File: src/rtl/dp_pwr_handshake.sv
module dp_pwr_handshake #(
  parameter int SAMPLE_DIV      = 10,
  parameter int TIMEOUT_SAMPLES = 10000
) (
  input  logic       clk,
  input  logic       rst_n,
  input  logic       start_i,
  input  logic [1:0] target_i,
  input  logic       bringup_i,
  input  logic       cmn_ready_i,
  input  logic [3:0] ack_i,
  output logic [3:0] req_o,
  output logic       link_up_o,
  output logic       busy_o,
  output logic [1:0] result_o
);

  localparam int DIV_W = $clog2(SAMPLE_DIV + 1);
  localparam int SMP_W = $clog2(TIMEOUT_SAMPLES + 1);
  localparam logic [DIV_W-1:0] DIV_LAST = DIV_W'(SAMPLE_DIV - 1);
  localparam logic [SMP_W-1:0] SMP_LAST = SMP_W'(TIMEOUT_SAMPLES - 1);

  localparam logic [1:0] RES_NONE    = 2'd0;
  localparam logic [1:0] RES_OK      = 2'd1;
  localparam logic [1:0] RES_NOTRDY  = 2'd2;
  localparam logic [1:0] RES_TIMEOUT = 2'd3;

  logic [3:0]       req_q;
  logic             link_q;
  logic             busy_q;
  logic [1:0]       res_q;
  logic [DIV_W-1:0] div_q;
  logic [SMP_W-1:0] smp_q;

  wire accept   = start_i && !busy_q;
  wire sample   = busy_q && (div_q == DIV_LAST);
  wire matched  = (ack_i == req_q);
  wire last_smp = (smp_q == SMP_LAST);

  always_ff @(posedge clk or negedge rst_n) begin
    if (!rst_n) begin
      req_q  <= '0;
      link_q <= 1'b0;
      busy_q <= 1'b0;
      res_q  <= RES_NONE;
      div_q  <= '0;
      smp_q  <= '0;
    end else if (accept) begin
      if (!cmn_ready_i) begin
        res_q <= RES_NOTRDY;
      end else begin
        req_q  <= 4'b0001 << target_i;
        busy_q <= 1'b1;
        res_q  <= RES_NONE;
        div_q  <= '0;
        smp_q  <= '0;
        if (bringup_i && target_i == 2'd2) link_q <= 1'b1;
      end
    end else if (sample) begin
      div_q <= '0;
      if (matched) begin
        busy_q <= 1'b0;
        res_q  <= RES_OK;
      end else if (last_smp) begin
        busy_q <= 1'b0;
        res_q  <= RES_TIMEOUT;
      end else begin
        smp_q <= smp_q + 1'b1;
      end
    end else if (busy_q) begin
      div_q <= div_q + 1'b1;
    end
  end

  assign req_o     = req_q;
  assign link_up_o = link_q;
  assign busy_o    = busy_q;
  assign result_o  = res_q;

endmodule

File: config.mk
export PLATFORM = sky130hd
export DESIGN_NAME = dp_pwr_handshake
export DESIGN_NICKNAME = d
export VERILOG_FILES = /design/src/rtl/dp_pwr_handshake.sv
export SDC_FILE = /design/constraint.sdc
export NUM_CORES = 1
export LEC_CHECK = 0
export CORE_MARGIN = 1
export CORE_UTILIZATION = 25
export DETAILED_ROUTE_END_ITERATION = 8
export PLACE_DENSITY_LB_ADDON = 0.08
export SETUP_SLACK_MARGIN = 0.05
export SYNTH_ARGS = -nofsm -noshare
export SYNTH_HDL_FRONTEND = slang
export SYNTH_SLANG_ARGS = --single-unit
export TNS_END_PERCENT = 10
File: constraint.sdc
create_clock -name clk -period 5.3 [get_ports clk]
set_input_delay 0.53 -clock clk [delete_from_list [all_inputs] [get_ports clk]]
set_output_delay 0.53 -clock clk [all_outputs]
set_load 0.005 [all_outputs]
; Word-level counts from Yosys, hierarchy flattened
; Index checks and enable logic that the tools add are counted.
[op_classes]
eq_ne = 7
bitwise_logic = 0
n_div = 0
multipliers = 0
shift = 1
magnitude_cmp = 0
add_sub_neg = 2
reduce_logical = 13
muxes = 19
[op_table]
columns = cell, count
row1 = $mux 14, 5
row2 = $mux 4, 4
row3 = $add 14x1->14 const B, 1
row4 = $eq 14x14->1 const B, 1
row5 = $mux 2, 5
row6 = $ne 2x2->1 const B, 3
row7 = $reduce_and 2->1, 3
row8 = $reduce_and 3->1, 2
row9 = $reduce_bool 3->1, 2
row10 = $mux 1, 5
row11 = $add 4x1->4 const B, 1
row12 = $eq 4x4->1, 1
row13 = $eq 4x4->1 const B, 1
row14 = $reduce_and 4->1, 1
row15 = $shl 1x2->4 const A, 1
row16 = $logic_and 1x1->1, 3
row17 = $eq 2x2->1 const B, 1
row18 = $reduce_bool 2->1, 1
row19 = $logic_not 1->1, 1
[totals]
n_memories = 0
regBits = 26
ramBits = 0
in_bits = 11
latch_bits = 0
out_inout_bits = 8
word_cells = 48
romBits = 0

; Longest topological paths before layout
; Gate-level depths: netlist (run 1).
[logic_depth]
word_depth = 5
mapped_depth = 7
ltp_nobuf = 6

; Worst setup path before layout (run 1)
; No wires, ideal clock.
[synth_path]
path_kind = register to register
startpoint = register smp_q[0]
endpoint = register smp_q[12]
t_required_ns = 5.213
stages_incl_launch_ff = 7
path_slack_ns = 3.484
path_buffers = 1
period_less_slack_ns = 1.816
setup_ns = 0.087
arrival_ns = 1.729
path_cell_list = dfrtp_1 ha_1 and3_4 and4_4 buf_2 or4_1 o211ai_1
[synth_via]
elab_chain_cells = 5
elab_cells_between_ends = 8
cone_classes = 1 x add/sub / 2 x eq/ne / 4 x mux / 1 x reduce/logical
[synth_rtl]
columns = item, line_no
row1 = start: declaration, 33  ; logic [SMP_W-1:0] smp_q;
row2 = start signal: assignment, 68  ; smp_q <= smp_q + 1'b1;
row3 = $add 14x1->14, 68
row4 = $mux 14, 64  ; end else if (last_smp) begin
row5 = $mux 14, 61  ; if (matched) begin
row6 = $mux 14, 59  ; end else if (sample) begin
row7 = $mux 14, 48  ; end else if (accept) begin
; Parallel ways exist; a longest one is shown, timed or not. The select of a mux whose other input is x is not followed.
; A chain may end at the register's enable or synchronous reset.

; Worst setup path after layout (run 1)
[layout_path]
startpoint = input port start_i
endpoint = register smp_q[10]
[layout_via]
elab_chain_cells = 3
elab_cells_between_ends = 7
cone_classes = 3 x eq/ne / 1 x mux / 3 x reduce/logical
[layout_rtl]
columns = item, line_no
row1 = start: declaration, 7  ; input logic start_i,
row2 = $logic_and 1x1->1 *, 35  ; wire accept = start_i && !busy_q;
row3 = $ne 2x2->1 (no line) or $reduce_bool 2->1 (tied branches), -
row4 = $reduce_and 4->1 (no line), -
; Mark *: on every way between the ends. The rest lies on a longest branch, timed or not.

==> results of run 1 <==
[registers in the layout (all words and copies together) (netlist names)]
| signal | count |
|---|---|
| div_q | 4 |
| busy_o | 1 |
| req_o | 4 |
| link_up_o | 1 |
| result_o | 2 |
| smp_q | 14 |
[worst paths after layout]
path	startpoint	to	depth (start not counted)
worst max-delay path	start_i	smp_q[10]	4
worst min-delay path	link_up_o	link_up_o	1
worst max register to register	smp_q[0]	smp_q[10]	5
worst min register to register	link_up_o	link_up_o	1
max in group asynchronous	rst_n	smp_q[4]	2
min in group asynchronous	rst_n	smp_q[10]	2
[routing by layer]
| layer | part of all wire | vias up | wire, µm |
|---|---|---|---|
| met5 | 0 | - | 0 |
| met4 | 0.0062 | 0 | 25 |
| met3 | 0.033 | 4 | 133 |
| met2 | 0.47 | 27 | 1890 |
| met1 | 0.49 | 677 | 1970 |
| li1 | - | 659 | - |
[final cells by class]
class	count	area (µm²)	area share
clock buffer	3	41.3	0.0227
tap	75	93.8	0.0516
multi-input combinational	126	820	0.450
timing repair buffer	20	195	0.107
sequential	26	651	0.358
inverter	5	18.8	0.0103
[cells by family after synthesis]
| kind of cell | synth area share |
|---|---|
| compound gates | 0.152 |
| simple gates | 0.310 |
| mux | 0.0196 |
| buf+inv | 0.0408 |
| flops | 0.424 |
| fa+ha+maj | 0.0245 |
| xor+xnor | 0.0286 |
[through the flow]
| step | cells | hold WS [ns] | utilization |
|---|---|---|---|
| 2_1_floorplan | 165 | 0.234 | - |
| 3_3_place_gp | 252 | 0.449 | 0.300 |
| 3_5_place_dp | 252 | 0.470 | 0.300 |
| 4_1_cts | 255 | 0.493 | 0.307 |
| 5_1_grt | 255 | 0.508 | 0.307 |
| 6_report | 255 | 0.489 | 0.307 |
[where the power goes]
part           switching (mW)  leakage, nW  internal [mW]
Sequential             0.0734        0.340          0.257
Combinational           0.117        0.353          0.133
Clock                  0.0638       0.0216         0.0510
[cells in the mapped netlist]
cell type,number,share of area
a21boi_0,1,0.0049
a21o_2,1,0.0057
a21oi_1,5,0.016
a311o_1,2,0.013
a31o_2,3,0.017
a32oi_1,1,0.0057
a41o_1,2,0.013
a41oi_1,1,0.0057
and3_1,3,0.012
and3_4,1,0.0073
and4_1,4,0.023
and4_4,1,0.0073
and4b_1,1,0.0065
and4b_2,1,0.0073
buf_2,5,0.016
buf_6,1,0.0073
clkbuf_1,2,0.0049
dfrtp_1,26,0.42
ha_1,3,0.024
inv_1,5,0.012
mux2i_1,3,0.020
nand2_1,25,0.061
nand2b_1,2,0.0082
nand3_1,7,0.023
nand4_1,10,0.041
nand4b_1,1,0.0057
nand4b_4,1,0.016
nor2_1,9,0.022
nor2b_1,1,0.0041
nor3_1,5,0.016
nor4_1,5,0.020
nor4b_2,1,0.0098
o211ai_1,3,0.015
o21a_1,1,0.0049
o21ai_0,8,0.026
o31ai_1,5,0.024
or4_1,4,0.020
xnor2_1,4,0.023
xor2_1,1,0.0057
[worst reg2reg max path, stage by stage, from the launching register on]
cell and delay (ns):
dfrtp_1 0.47, ha_1 0.23, and3_4 0.22, nand4_1 0.50
and4_1 0.41, a311o_1 0.27
==> flow_metrics.env, run 1 <==
export IMPL_yosys_register_bits=26
export IMPL_r2r_setup_slack_ns=3.11
export IMPL_syn2layout_area_growth_pct=18.7
export IMPL_io_buffers=18
export IMPL_antenna_found_initial=0
export IMPL_hold_viol_final=0
export IMPL_placed_cell_area_um2=1780
export IMPL_ys_types=39
export IMPL_layout_common_cells="26 x dfrtp_1, 25 x nand2_1, 18 x clkdlybuf4s50_1, 10 x nand4_1, 9 x nor2_1"
export IMPL_ys_seq_area_frac=0.424
export IMPL_critPathBufInv=1
export IMPL_die_h_um=80.3
export IMPL_gp_congestion=0.766
export IMPL_final_antenna_net_count=0
export IMPL_rows=28
export IMPL_nets=196
export IMPL_met1_usage=0.204
export IMPL_numCtsBuffers=3
export IMPL_cp_slowest_cell="nand2_1"
export IMPL_p_leak_nw=0.714
export IMPL_setup_ws_ns=3.08
export IMPL_tns_ns=0
export IMPL_end_kind="flip-flop"
export IMPL_routedWlPerCell_um=15.8
export IMPL_cp_max_fo=16
export IMPL_grt_pass1_wl_mm=6.98
export IMPL_ys_warn_count=0
export IMPL_grt_setup_unrepaired="false"
export IMPL_ir_drop_mv=0.154
export IMPL_skew_ns=0.00296
export IMPL_via_count=1367
export IMPL_slew_headroom=0.544
export IMPL_syn_inst=165
export IMPL_overflow=0
export IMPL_critical_path_required_ns=5.46
export IMPL_cts_tree="built"
export IMPL_fin_area_um2=1820
export IMPL_power_mw=0.695
export IMPL_cts_setup_buffers=0
export IMPL_pre_cts_slack_ns=2.77
export IMPL_drtPass1Iterations=4
export IMPL_avgSynthCellArea_um2=9.29
export IMPL_worstPathCellList="clkdlybuf4s50_1 -> nor2b_1 -> nand2_1 -> a311o_1"
export IMPL_maxCapViolations=0
export IMPL_grt_use_met2=0.220
export IMPL_cts_resized=0
export IMPL_max_stage_delay_ns=0.49
export IMPL_postSynthNetCount=179
export IMPL_hold_buffers=0
export IMPL_grt_busiest_layer="met2"
export IMPL_grt_max_degree=27
export IMPL_htreeDepth=1
export IMPL_cp_start_kind="input port"
export IMPL_hpwl_mm=2.89
export IMPL_run_status="completed"
export IMPL_wl_mm=4.03
export IMPL_setup_violations=0
export IMPL_clock_fmax_mhz=451
export IMPL_num_fill_cells=629
export IMPL_min_path_type="flip-flop to flip-flop"
export IMPL_path_delay_family="simple AND/OR/NAND/NOR gates"
export IMPL_cts_root_buf="clkbuf_8"
export IMPL_track_usage=0.143
export IMPL_final_common_cell="dfrtp_1"
export IMPL_drcViolationCount=0
export IMPL_grt_pass1_vias=1361
export IMPL_period_share=0.419
export IMPL_core_area_um2=5920
export IMPL_cts_buffer_depth=2
export IMPL_synth_cell_area_um2=1530
export IMPL_clkTransAtPathRegs_ns=0.09
export IMPL_drt_initial_drc_count=60
export IMPL_tightest_slew_ns=0.681
export IMPL_io_pins=19
export IMPL_final_max_slew_viol_count=0
export IMPL_die_w_um=80.3
export IMPL_cts_sinks=26
export IMPL_dieArea_um2=6450
export IMPL_start_util=0.259
export IMPL_avgViaCountPerCell=5.36
export IMPL_crit_arrival_ns=2.38
export IMPL_period_minus_slack_ns=2.22
export IMPL_powerDensity_nw_per_um2=382
export IMPL_critPathKind="input port to flip-flop"
export IMPL_gr_usage_met3=0.0273
export IMPL_diodes=0
export IMPL_clk_latency_ns=0.27
export IMPL_drive_gt1_frac=0.0778
No activity file was read; power rests on OpenSTA's default activity.
==> run 2, diff against run 1 <==
==> constraint.sdc (replaced) <==
create_clock -name clk -period 1.95 [get_ports clk]
set_input_delay 0.195 -clock clk [delete_from_list [all_inputs] [get_ports clk]]
set_output_delay 0.195 -clock clk [all_outputs]
set_load 0.005 [all_outputs]
==> run 2 against run 1 <==
Final area increased by 14%. Sequential share of layout area is 4.3 points lower. Via count increased by 7.0%. Worst hold slack got worse by 0.20 ns. Largest power group is now combinational logic. Clock skew increased by 0.0025 ns. Routed wire length is 6.2% higher. Power rose to 3.2 times the previous value. Worst setup slack worse by 2.9 ns. Die area stayed put. Global-route usage grew 0.49 points.
==> flow_metrics.env, run 2 (synthesized netlist as in run 1, its figures left out) <==
export IMPL_final_common_cell="buf_4"
export IMPL_powerDensity_nw_per_um2=1060
export IMPL_tightest_slew_ns=0.377
export IMPL_max_stage_delay_ns=0.48
export IMPL_grt_setup_unrepaired="true"
export IMPL_cp_start_kind="flip-flop"
export IMPL_numCtsBuffers=3
export IMPL_drive_gt1_frac=0.213
export IMPL_clkTransAtPathRegs_ns=0.10
export IMPL_run_status="completed"
export IMPL_hold_viol_final=0
export IMPL_p_leak_nw=0.857
export IMPL_diodes=0
export IMPL_cp_max_fo=8
export IMPL_fin_area_um2=2070
export IMPL_final_antenna_net_count=0
export IMPL_overflow=0
export IMPL_regMostFlops="smp_q"
export IMPL_drt_initial_drc_count=103
export IMPL_skew_ns=0.00547
export IMPL_grt_pass1_vias=1446
export IMPL_critPathKind="flip-flop to flip-flop"
export IMPL_grt_max_degree=27
export IMPL_die_w_um=80.3
export IMPL_cts_tree="built"
export IMPL_syn2layout_area_growth_pct=34.9
export IMPL_antenna_found_initial=0
export IMPL_core_area_um2=5920
export IMPL_clk_latency_ns=0.28
export IMPL_end_kind="flip-flop"
export IMPL_critical_path_required_ns=2.15
export IMPL_cts_root_buf="clkbuf_8"
export IMPL_final_max_slew_viol_count=0
export IMPL_hpwl_mm=3.20
export IMPL_ir_drop_mv=0.454
export IMPL_drcViolationCount=0
export IMPL_cts_sinks=26
export IMPL_die_h_um=80.3
export IMPL_drtPass1Iterations=4
export IMPL_largest_reg_flops=14
export IMPL_io_buffers=18
export IMPL_nets=222
export IMPL_clock_fmax_mhz=554
export IMPL_period_minus_slack_ns=1.81
export IMPL_dieArea_um2=6450
export IMPL_cts_buffer_depth=2
export IMPL_track_usage=0.148
export IMPL_num_fill_cells=612
export IMPL_stdcell_count=282
export IMPL_gp_congestion=0.809
export IMPL_placed_cell_area_um2=1950
export IMPL_cp_slowest_cell="dfrtp_1"
export IMPL_critPathBufInv=0
export IMPL_crit_arrival_ns=2.01
export IMPL_avgViaCountPerCell=5.19
export IMPL_setup_violations=0
export IMPL_slew_headroom=0.749
export IMPL_io_pins=19
export IMPL_register_area_um2=651
export IMPL_grt_pass1_wl_mm=7.10
export IMPL_multi_input_area_um2=843
export IMPL_min_path_type="input port to asynchronous set/reset pin"
export IMPL_start_util=0.259
export IMPL_htreeDepth=1
export IMPL_place_inst=275
export IMPL_worstPathCellList="ha_4 -> nand4b_4 -> a41o_4 -> or4_1 -> a21oi_1"
export IMPL_period_share=0.926
export IMPL_via_count=1463
export IMPL_path_delay_family="simple AND/OR/NAND/NOR gates"
export IMPL_routedWlPerCell_um=15.2
export IMPL_final_core_util=0.349
export IMPL_wl_mm=4.28
export IMPL_rows=28
export IMPL_maxCapViolations=0
export IMPL_layout_common_cells="28 x buf_4, 26 x dfrtp_1, 25 x nand2_1, 18 x clkdlybuf4s50_1, 10 x nand4_1"
run 2: cell count changes in the layout (fill, tap and decap cells not counted):
| cell | previous run | this run |
|---|---|---|
| ha_4 | 0 | 1 |
| a41o_4 | 0 | 1 |
| ha_1 | 3 | 2 |
| inv_1 | 5 | 4 |
| inv_2 | 0 | 1 |
| a41o_1 | 2 | 1 |
| bufinv_16 | 0 | 1 |
| buf_4 | 2 | 28 |
run 2: path summary, 6_finish.rpt:
| check | end | slack, ns | from | cells after the start |
|---|---|---|---|---|
| hold / removal | smp_q[10] | 0.29 | rst_n | 2 |
| hold reg to reg | link_up_o | 0.48 | link_up_o | 1 |
| min in group clk | link_up_o | 0.48 | link_up_o | 1 |
| setup reg to reg | smp_q[5] | 0.14 | div_q[0] | 5 |
| setup / recovery | smp_q[5] | 0.14 | div_q[0] | 5 |
| max in group asynchronous | req_o[2] | 1.37 | rst_n | 2 |
run 2: area by class of cell:
| cell class | instances | area share |
|---|---|---|
| inverter | 5 | 0.00907 |
| tap | 75 | 0.0454 |
| clock buffer | 3 | 0.0200 |
| sequential | 26 | 0.315 |
| timing repair buffer | 46 | 0.189 |
| multi-input combinational | 126 | 0.408 |
| clock inverter | 1 | 0.0145 |
run 2: metal layers:
layer,vias to the layer above,part of all wire,track usage
li1,709,-,-
met1,722,0.47,0.187
met2,26,0.48,0.250
met3,6,0.025,0.0273
met4,0,0.018,0.0518
met5,-,0,0
run 2: power by group:
part           internal [mW]  switching [mW]  total, mW
Sequential             0.698           0.162      0.860
Clock                  0.275           0.191      0.465
Combinational          0.475           0.398      0.873
Total                   1.45           0.751       2.20
run 2: stage by stage:
stage | hold slack, ns | setup TNS (ns) | worst slack [ns] | total power [mW]
after floorplan | -0.101 | 0 | 0.134 | 1.29
after global placement | 0.454 | 0 | 0.0182 | 1.67
after detailed placement | 0.461 | -0.0132 | -0.0132 | 1.69
after CTS | 0.306 | 0 | 0.0554 | 2.18
after global routing | 0.312 | 0 | 0.0368 | 2.39
final | 0.293 | 0 | 0.144 | 2.20
run 2: what timing repair did:
item	in CTS	in global routing
hold buffers	0	0
setup endpoints to repair	3	14
gates resized for setup	3	2
setup buffers	0	3
pin swaps	0	2
==> run 3, diff against run 2 <==
--- a/config.mk
+++ b/config.mk
@@ -5,6 +5,8 @@
 export SDC_FILE = /design/constraint.sdc
 export NUM_CORES = 1
 export LEC_CHECK = 0
+export CELL_PAD_IN_SITES_DETAIL_PLACEMENT = 0
+export CELL_PAD_IN_SITES_GLOBAL_PLACEMENT = 1
 export CORE_MARGIN = 1
 export CORE_UTILIZATION = 25
 export DETAILED_ROUTE_END_ITERATION = 8
==> run 3 against run 2 <==
Sequential power hardly changed. Register-to-register slack hardly changed. Clock skew fell by 0.0013 ns. Utilization decreased by 1.3 points. Routed wire length about the same. Die area stayed put. Critical path depth is 1 higher. Via count decreased by 2.5%.
==> flow_metrics.env, run 3 (synthesized netlist as in run 1, its figures left out) <==
export IMPL_critical_path_required_ns=2.16
export IMPL_hold_buffers=0
export IMPL_worstPathCellList="inv_1 -> ha_2 -> nand4b_4 -> a41o_4 -> or4_1 -> a21oi_1"
export IMPL_cp_max_fo=10
export IMPL_clock_fmax_mhz=550
export IMPL_switching_share=0.354
export IMPL_seq_power_share=0.416
export IMPL_dieArea_um2=6450
export IMPL_powerDensity_nw_per_um2=1040
export IMPL_overflow=0
export IMPL_layout_common_cells="26 x dfrtp_1, 25 x nand2_1, 21 x buf_4, 18 x clkdlybuf4s50_1, 10 x nand4_1"
export IMPL_final_core_util=0.336
export IMPL_nets=215
export IMPL_period_share=0.932
export IMPL_wl_mm=4.28
export IMPL_route_met3_wl_um=160
export IMPL_r2r_setup_slack_ns=0.13
export IMPL_setup_violations=0
export IMPL_cp_slowest_cell="or4_1"
export IMPL_largest_reg_flops=14
export IMPL_tns_ns=0
export IMPL_critPathKind="flip-flop to flip-flop"
export IMPL_drcViolationCount=0
export IMPL_cts_root_buf="clkbuf_8"
export IMPL_final_common_cell="dfrtp_1"
export IMPL_diodes=0
export IMPL_run_status="completed"
export IMPL_gp_congestion=0.732
export IMPL_cts_buffer_depth=2
export IMPL_drt_initial_drc_count=62
export IMPL_numCtsBuffers=3
export IMPL_cts_sinks=26
export IMPL_rows=28
export IMPL_p_int_mw=1.34
export IMPL_syn2layout_area_growth_pct=29.8
export IMPL_p_leak_nw=0.815
export IMPL_min_path_type="input port to asynchronous set/reset pin"
export IMPL_core_area_um2=5920
export IMPL_clkTransAtPathRegs_ns=0.10
export IMPL_io_buffers=18
export IMPL_routedWlPerCell_um=15.6
export IMPL_cts_tree="built"
export IMPL_wl_met1_mm=2.00
export IMPL_clk_latency_ns=0.28
export IMPL_die_w_um=80.3
export IMPL_antenna_found_initial=0
export IMPL_die_h_um=80.3
export IMPL_track_usage=0.147
export IMPL_grt_pass1_wl_mm=7.07
export IMPL_cp_start_kind="flip-flop"
export IMPL_drive_gt1_frac=0.180
export IMPL_grt_setup_unrepaired="true"
export IMPL_grt_pass1_vias=1412
export IMPL_final_antenna_net_count=0
export IMPL_period_minus_slack_ns=1.82
export IMPL_top_layer_used="met4"
export IMPL_avgViaCountPerCell=5.19
export IMPL_tightest_slew_ns=0.360
export IMPL_power_mw=2.07
export IMPL_grt_max_degree=27
export IMPL_htreeDepth=1
export IMPL_maxCapViolations=0
export IMPL_regMostFlops="smp_q"
export IMPL_start_util=0.259
export IMPL_clkPwrFrac=0.178
export IMPL_skew_ns=0.00421
export IMPL_final_max_slew_viol_count=0
export IMPL_crit_arrival_ns=2.03
export IMPL_io_pins=19
export IMPL_hold_viol_final=0
export IMPL_max_stage_delay_ns=0.47
export IMPL_slew_headroom=0.760
export IMPL_setup_ws_ns=0.133
export IMPL_wl_met2_mm=2.08
export IMPL_p_switching_mw=0.732
export IMPL_path_delay_family="simple AND/OR/NAND/NOR gates"
export IMPL_end_kind="flip-flop"
export IMPL_hpwl_mm=3.15
export IMPL_num_fill_cells=623
export IMPL_power_share_combinational=0.406
export IMPL_ir_drop_mv=0.530
export IMPL_pre_cts_slack_ns=-0.00175
export IMPL_via_count=1426
export IMPL_drtPass1Iterations=4
export IMPL_timing_hold_ws_ns=0.286
export IMPL_critPathBufInv=1
[run 3: cell count changes in the layout (fill, tap and decap cells not counted)]
cell       before  now
ha_2            0    1
bufinv_16       1    0
buf_4          28   21
clkbuf_8        3    4
ha_4            1    0
inv_1           4    5
inv_2           1    0
[run 3: stage by stage]
stage               cell area, µm²  cells
detailed placement            1910    270
finish                        1990    275
floorplan                     1530    165
global route                  1990    275
CTS                           1970    274
global placement              1910    270
[run 3: power by group through the flow]
stage	combinational (mW)	sequential [mW]	clock, mW
2_1_floorplan	0.434	0.855	0
3_3_place_gp	0.811	0.861	0
3_5_place_dp	0.832	0.866	0
4_1_cts	0.840	0.861	0.388
5_1_grt	0.948	0.888	0.407
6_report	0.840	0.860	0.368
[run 3: routing by layer]
metal  track usage  vias to the layer above
met4        0.0429                        0
met2         0.245                       34
li1              -                      697
met1         0.197                      691
met3        0.0170                        4
met5             0                        -
[run 3: worst paths after layout]
check	start	to	depth (start not counted)
worst max-delay path	div_q[1]	smp_q[8]	6
worst min-delay path	rst_n	smp_q[9]	2
worst max register to register	div_q[1]	smp_q[8]	6
worst min register to register	link_up_o	link_up_o	1
max in group asynchronous	rst_n	result_o[1]	2
min in group clk	link_up_o	link_up_o	1
[run 3: layout make-up]
class / count / area [µm²] / area share
clock buffers: 4 / 55.1 / 0.0277
inverters: 5 / 18.8 / 0.00943
multi-input cells: 126 / 833 / 0.419
flip-flops and latches: 26 / 651 / 0.327
well taps: 75 / 93.8 / 0.0472
repair buffers: 39 / 338 / 0.170
[run 3: repair_timing]
| action | 4_1_cts | 5_1_grt |
|---|---|---|
| endpoints found under the hold margin | 0 | 0 |
| endpoints found under the setup margin | 2 | 7 |
| pin swaps | 0 | 1 |
| buffers inserted | 0 | 1 |
| resized for setup | 1 | 2 |
| gates cloned | 0 | 0 |
[run 3: worst register-to-register path, stage by stage (launching register included)]
cell      delay (ns)
dfrtp_1         0.39
inv_1           0.08
ha_2            0.21
nand4b_4        0.13
a41o_4          0.31
or4_1           0.48
a21oi_1         0.15
